--- src/rtl/irq_pkg.sv ---
package irq_pkg;
    localparam int STAT_W   = 8;
    localparam int LIVE_W   = 2;
    localparam int STICKY_W = STAT_W - LIVE_W;

    typedef enum logic {
        SEL_MASK = 1'b0,
        SEL_STAT = 1'b1
    } reg_sel_e;

    typedef struct packed {
        logic pkt_done;
        logic all_done;
        logic tx_ovf;
        logic rx_unf;
        logic nack;
        logic arb_lost;
        logic tx_req;
        logic rx_req;
    } stat_s;

    function automatic logic [STICKY_W-1:0] clear_bits(
        input logic              wr,
        input reg_sel_e          sel,
        input logic [STAT_W-1:0] data
    );
        if (wr && sel == SEL_STAT)
            return data[STAT_W-1:LIVE_W];
        return '0;
    endfunction
endpackage

--- src/rtl/irq_status_bank.sv ---
module irq_status_bank #(
    parameter int STAT_W = irq_pkg::STAT_W,
    parameter int LIVE_W = irq_pkg::LIVE_W
) (
    input  logic                       clk,
    input  logic                       rst,
    input  logic [STAT_W-LIVE_W-1:0]   ev_i,
    input  logic [LIVE_W-1:0]          lvl_i,
    input  logic [STAT_W-LIVE_W-1:0]   clr_i,
    output logic [STAT_W-1:0]          stat_o
);
    localparam int STICKY_W = STAT_W - LIVE_W;

    logic [STICKY_W-1:0] sticky_q;
    logic [LIVE_W-1:0]   live_q;

    for (genvar i = 0; i < STICKY_W; i++) begin : g_sticky
        always_ff @(posedge clk) begin
            if (rst)
                sticky_q[i] <= 1'b0;
            else if (ev_i[i])
                sticky_q[i] <= 1'b1;
            else if (clr_i[i])
                sticky_q[i] <= 1'b0;
        end


        hold_chk: assert property (@(posedge clk) disable iff (rst)
            (sticky_q[i] && !clr_i[i]) |=> sticky_q[i]);

        set_wins_chk: assert property (@(posedge clk) disable iff (rst)
            ev_i[i] |=> sticky_q[i]);

        clear_chk: assert property (@(posedge clk) disable iff (rst)
            (clr_i[i] && !ev_i[i]) |=> !sticky_q[i]);
    end

    always_ff @(posedge clk) begin
        if (rst)
            live_q <= '0;
        else
            live_q <= lvl_i;
    end


    live_follow_chk: assert property (@(posedge clk) disable iff (rst)
        1'b1 |=> live_q == $past(lvl_i));

    assign stat_o = {sticky_q, live_q};
endmodule

--- src/rtl/irq_mask_reg.sv ---
module irq_mask_reg #(
    parameter int STAT_W = irq_pkg::STAT_W
) (
    input  logic              clk,
    input  logic              rst,
    input  logic              we_i,
    input  logic [STAT_W-1:0] wdata_i,
    output logic [STAT_W-1:0] mask_o
);
    always_ff @(posedge clk) begin
        if (rst)
            mask_o <= '0;
        else if (we_i)
            mask_o <= wdata_i;
    end


    mask_load_chk: assert property (@(posedge clk) disable iff (rst)
        we_i |=> mask_o == $past(wdata_i));

    mask_keep_chk: assert property (@(posedge clk) disable iff (rst)
        !we_i |=> $stable(mask_o));
endmodule

--- src/rtl/irq_combine.sv ---
module irq_combine #(
    parameter int STAT_W = irq_pkg::STAT_W
) (
    input  logic              clk,
    input  logic              rst,
    input  logic [STAT_W-1:0] stat_i,
    input  logic [STAT_W-1:0] mask_i,
    output logic              irq_o
);
    always_ff @(posedge clk) begin
        if (rst)
            irq_o <= 1'b0;
        else
            irq_o <= |(stat_i & mask_i);
    end
endmodule

--- src/rtl/irq_status_unit.sv ---
module irq_status_unit #(
    parameter int STAT_W = irq_pkg::STAT_W,
    parameter int LIVE_W = irq_pkg::LIVE_W
) (
    input  logic                     clk,
    input  logic                     rst,
    input  logic [STAT_W-LIVE_W-1:0] evt_pulse,
    input  logic [LIVE_W-1:0]        dreq_lvl,
    input  logic                     bus_wr,
    input  logic                     bus_addr,
    input  logic [STAT_W-1:0]        bus_wdata,
    output logic [STAT_W-1:0]        bus_rdata,
    output logic                     irq
);
    import irq_pkg::*;

    localparam int STICKY_W = STAT_W - LIVE_W;

    reg_sel_e            sel;
    logic                mask_we;
    logic [STICKY_W-1:0] clr;
    logic [STAT_W-1:0]   stat;
    logic [STAT_W-1:0]   mask;

    assign sel     = reg_sel_e'(bus_addr);
    assign mask_we = bus_wr && (sel == SEL_MASK);

    always_comb begin
        clr = '0;
        if (bus_wr && sel == SEL_STAT)
            clr = bus_wdata[STAT_W-1:LIVE_W];
    end

    irq_status_bank #(.STAT_W(STAT_W), .LIVE_W(LIVE_W)) u_bank (
        .clk    (clk),
        .rst    (rst),
        .ev_i   (evt_pulse),
        .lvl_i  (dreq_lvl),
        .clr_i  (clr),
        .stat_o (stat)
    );

    irq_mask_reg #(.STAT_W(STAT_W)) u_mask (
        .clk     (clk),
        .rst     (rst),
        .we_i    (mask_we),
        .wdata_i (bus_wdata),
        .mask_o  (mask)
    );

    irq_combine #(.STAT_W(STAT_W)) u_comb (
        .clk    (clk),
        .rst    (rst),
        .stat_i (stat),
        .mask_i (mask),
        .irq_o  (irq)
    );

    assign bus_rdata = (sel == SEL_MASK) ? mask : stat;


    irq_rise_chk: assert property (@(posedge clk) disable iff (rst)
        (|(stat & mask)) |=> irq);

    irq_quiet_chk: assert property (@(posedge clk) disable iff (rst)
        !(|(stat & mask)) |=> !irq);

    mask_wr_stat_chk: assert property (@(posedge clk) disable iff (rst)
        (mask_we && evt_pulse == '0) |=>
            stat[STAT_W-1:LIVE_W] == $past(stat[STAT_W-1:LIVE_W]));

    reset_chk: assert property (@(posedge clk)
        rst |=> (stat == '0 && mask == '0 && !irq));
endmodule

--- config.mk ---
export PLATFORM = sky130hd
export DESIGN_NAME = irq_status_unit
export DESIGN_NICKNAME = d
export VERILOG_FILES = /design/src/rtl/irq_pkg.sv /design/src/rtl/irq_status_bank.sv /design/src/rtl/irq_mask_reg.sv /design/src/rtl/irq_combine.sv /design/src/rtl/irq_status_unit.sv
export SDC_FILE = /design/constraint.sdc
export NUM_CORES = 1
export LEC_CHECK = 0
export BUFFER_PORTS_ARGS = -buffer_cell sky130_fd_sc_hd__buf_2
export CORE_MARGIN = 2
export CORE_UTILIZATION = 45
export DETAILED_ROUTE_END_ITERATION = 12
export MAX_ROUTING_LAYER = met4
export PLACE_DENSITY_LB_ADDON = 0.05
export SYNTH_ARGS = -nofsm -noshare
export SYNTH_HDL_FRONTEND = slang
export SYNTH_SLANG_ARGS = --single-unit
--- constraint.sdc ---
create_clock -name clk -period 1.5 [get_ports clk]
set_input_delay 0.375 -clock clk [delete_from_list [all_inputs] [get_ports clk]]
set_output_delay 0.375 -clock clk [all_outputs]
set_load 0.01 [all_outputs]
==> results.py <==
metrics = {
    "clock_tree": {
        "numCtsBuffers": 3,
        "cts_sinks": 17,
        "post_cts_hold_buffer_count": 0,
        "clk_path_buf_depth": 2,
        "post_cts_setup_buffers": 0,
        "cts_tree": "built",
        "cts.htree.levels": 1,
        "clock-root-buffer": "sky130_fd_sc_hd__clkbuf_4",
        "clkLatencyLatePin_ns": 0.29,
        "clkSlewWorstSetupHoldPaths_ns": 0.10,
        "post_cts_resized": 1,
    },
    "pwr": {
        "power_per_cell_area_nw_per_um2": 960,
        "switchingPower_mw": 0.222,
        "peakVddDrop_v": 0.000564,
        "part_of_the_total_power_dissipated_in_sequential_elements_pct": 57.0,
        "power_switching_share_pct": 25.4,
        "total_leakage_power_nw": 0.429,
        "intPower_mw": 0.650,
        "share_comb_of_total_power_pct": 15.7,
        "pwr-share-clk_pct": 27.4,
    },
    "sta": {
        "number_of_hold_violations_in_the_final_report": 0,
        "unrepaired_setup_endpoints_after_global_routing": "no",
        "timing.setup.tns_ns": 0,
        "timing.slew.headroom_pct": 80.0,
        "finalMaxSlewViolations": 0,
        "postLayoutSetupSlackWorst_ns": 0.0595,
        "worst_clock_skew_ns": 0.00836,
        "worstMarginPinSlew_ns": 0.300,
        "report.final.setup_viol": 0,
        "layout_min_cycle_time_ns": 1.44,
        "max_clock_freq_mhz": 694,
        "min_period_over_period_pct": 96.0,
        "fin_worst_hold_slack_ns": 0.284,
    },
    "placed_design": {
        "port_buffers": 28,
        "placement.cell_area_um2": 878,
        "hpwlAfterDp_um": 1090,
        "finalWeightedCongestion": 0.678,
        "worst_slack_after_detailed_placement_ns": -0.0514,
        "place.detailed.instances": 115,
    },
    "critical_path": {
        "crit_fanout": 14,
        "worstSetupPathType": "input pin to primary output",
        "worst_setup_path_end_kind": "primary output",
        "timing.rr.start": "u_bank.stat_o[3]",
        "worst_r2r_path_depth": 2,
        "crit_path_start_kind": "input pin",
        "timing.critical_path.required_ns": 1.12,
        "r2r_end": "u_comb.irq_o",
        "critical_path_arrival_ns": 1.07,
        "regToRegSetupSlack_ns": 0.69,
    },
    "global_route": {
        "grt_util_met1_pct": 21.5,
        "grt-busiest-layer": "met2",
        "grt_total_usage_pct": 16.9,
        "grt_use_met3_pct": 2.45,
        "vias_in_the_first_global_route": 561,
        "global_route_wire_length_before_repair_um": 2390,
        "pin_count_of_the_biggest_net_entering_global_routing": 18,
        "grt_remaining_overflow": 0,
        "globalRouteMet2Util_pct": 26.8,
        "grt_antenna_before_repair": 0,
    },
    "synthesis": {
        "postSynth.asyncResetShare_pct": 0,
        "synth_area_leader": "sky130_fd_sc_hd__dfxtp_1",
        "sequential_fraction_of_the_synthesis_area_pct": 46.7,
        "post_synth_main_area_contributors": "sky130_fd_sc_hd__dfxtp_1, sky130_fd_sc_hd__mux2_1, sky130_fd_sc_hd__mux2i_1",
        "yosys_most_used_dff": "sky130_fd_sc_hd__dfxtp_1",
        "synth_top_cell_area_share_pct": 46.7,
        "synth.yosys.warnings": 0,
        "yosys.cell_count.top_type": "sky130_fd_sc_hd__dfxtp_1",
        "synth_area_per_cell_um2": 10.1,
        "synth.top_cells.by_count": "sky130_fd_sc_hd__dfxtp_1, sky130_fd_sc_hd__nor2_1, sky130_fd_sc_hd__mux2_1, sky130_fd_sc_hd__mux2i_1",
        "yosysUniqueCellTypes": 14,
        "synth.net_count": 92,
        "synth-seq-cells": 17,
        "postSynthCellCount": 72,
        "number_of_synthesized_flops_with_an_enable_pin": 0,
        "mappedNetlistArea_um2": 728,
    },
    "die": {
        "design.die.area_um2": 1960,
        "floorplan.die.width_um": 44.2,
        "start_util_pct": 48.3,
        "total_core_area_um2": 1510,
        "ioPinCount": 29,
        "rows": 14,
        "die_h_um": 44.2,
    },
    "hold_path": {
        "hold-path-endpoint": "u_bank.stat_o[3]",
        "timing.hold.worst.start": "evt_pulse[1]",
        "min_path_cells": 3,
        "holdCritPathClass": "input pin to register",
    },
    "layout": {
        "regArea_um2": 340,
        "syn2layout_area_growth_pct": 24.7,
        "insertedDiodeCount": 0,
        "stdcell_area_um2": 908,
        "num-nets-final": 124,
        "final_cells": 119,
        "final.fill_count": 155,
        "fraction_of_final_layout_cells_sized_beyond_drive_strength_1_pct": 35.9,
        "combined_area_of_the_multi_input_logic_cells_um2": 348,
    },
    "drt": {
        "drtAntennaViolNets": 0,
        "vias": 614,
        "drt-pass1-iter-count": 4,
        "avgRoutedWirePerCell_um": 12.1,
        "drt-vias-per-instance": 5.16,
        "initialDrtViolationCount": 8,
        "remaining_routing_drc_violations": 0,
        "finalWirelength_um": 1440,
    },
    "flow_run": {
        "timing.max_cap.violations": 0,
    },
    "status": {
        "outcome": "finished clean",
    },
}
critical path: stages:
cell	delay [ns]
sky130_fd_sc_hd__buf_4	0.20
sky130_fd_sc_hd__mux2_1	0.35
sky130_fd_sc_hd__buf_2	0.14
layout make-up:
cell class              instances  share of cell area (%)
clock inverters                 1                   0.551
clock buffers                   3                    2.48
multi-input cells              50                    38.3
flip-flops and latches         17                    37.5
well taps                      16                    2.20
repair buffers                 32                    19.0
power by group through the flow:
stage               Sequential (mW)  Combinational [mW]  Clock, mW
floorplan                     0.503              0.0850          0
finish                        0.497               0.137      0.239
CTS                           0.497               0.139      0.253
global placement              0.505               0.135          0
global route                  0.501               0.154      0.263
detailed placement            0.507               0.138          0
metal layers:
layer | up-vias | part of all wire [%] | wire length, um
met5 | - | 0 | 0
li1 | 314 | - | -
met1 | 277 | 46 | 663
met2 | 21 | 47 | 675
met4 | 0 | 1.3 | 19
met3 | 2 | 5.6 | 81
sequential cells by signal, summed over array words and instances, names as in the netlist:
signal / cells
u_comb.irq_o: 1
u_mask.mask_o: 8
u_bank.stat_o: 6
u_bank.live_q: 2
cells by family (layout without fill, tap and decap cells):
kind of cell / Yosys count / after routing / share of synthesized area [%]
compound gates: 11 / 11 / 9.45
buf+inv: 5 / 36 / 5.50
flops: 17 / 17 / 46.7
mux: 16 / 16 / 23.4
simple gates: 23 / 23 / 14.9
metrics by stage:
stage / util (%) / power, mW
2_1_floorplan: - / 0.588
3_3_place_gp: 58.3 / 0.641
3_5_place_dp: 58.3 / 0.645
4_1_cts: 60.3 / 0.889
5_1_grt: 60.3 / 0.918
6_report: 60.3 / 0.872
cells in the final DEF (no fill, tap or decap):
cell type                  netlist  layout
sky130_fd_sc_hd__nor2_1         14      14
sky130_fd_sc_hd__buf_2           1      27
sky130_fd_sc_hd__dfxtp_1        17      17
sky130_fd_sc_hd__a41oi_1         1       1
sky130_fd_sc_hd__buf_4           1       5
sky130_fd_sc_hd__a22oi_1         4       4
sky130_fd_sc_hd__clkbuf_4        0       3
sky130_fd_sc_hd__nand3_1         6       6
sky130_fd_sc_hd__a21oi_1         6       6
sky130_fd_sc_hd__mux2i_1         8       8
sky130_fd_sc_hd__clkinv_2        0       1
sky130_fd_sc_hd__mux2_1          8       8
sky130_fd_sc_hd__nor2b_1         2       2
sky130_fd_sc_hd__nor2b_4         1       1
worst max path at each step:
stage	to	startpoint	cells past startpoint	slack [ns]
6_report	bus_rdata[1]	bus_addr	3	0.06
5_1_grt	bus_rdata[5]	u_mask.mask_o[5]	2	0.02
4_1_cts	bus_rdata[1]	bus_addr	3	0.05
3_5_place_dp	bus_rdata[1]	bus_addr	3	-0.05
3_3_place_gp	bus_rdata[4]	bus_addr	3	-0.04
2_1_floorplan	bus_rdata[0]	bus_addr	3	0.05
No activity file was read; power rests on OpenSTA's default activity.
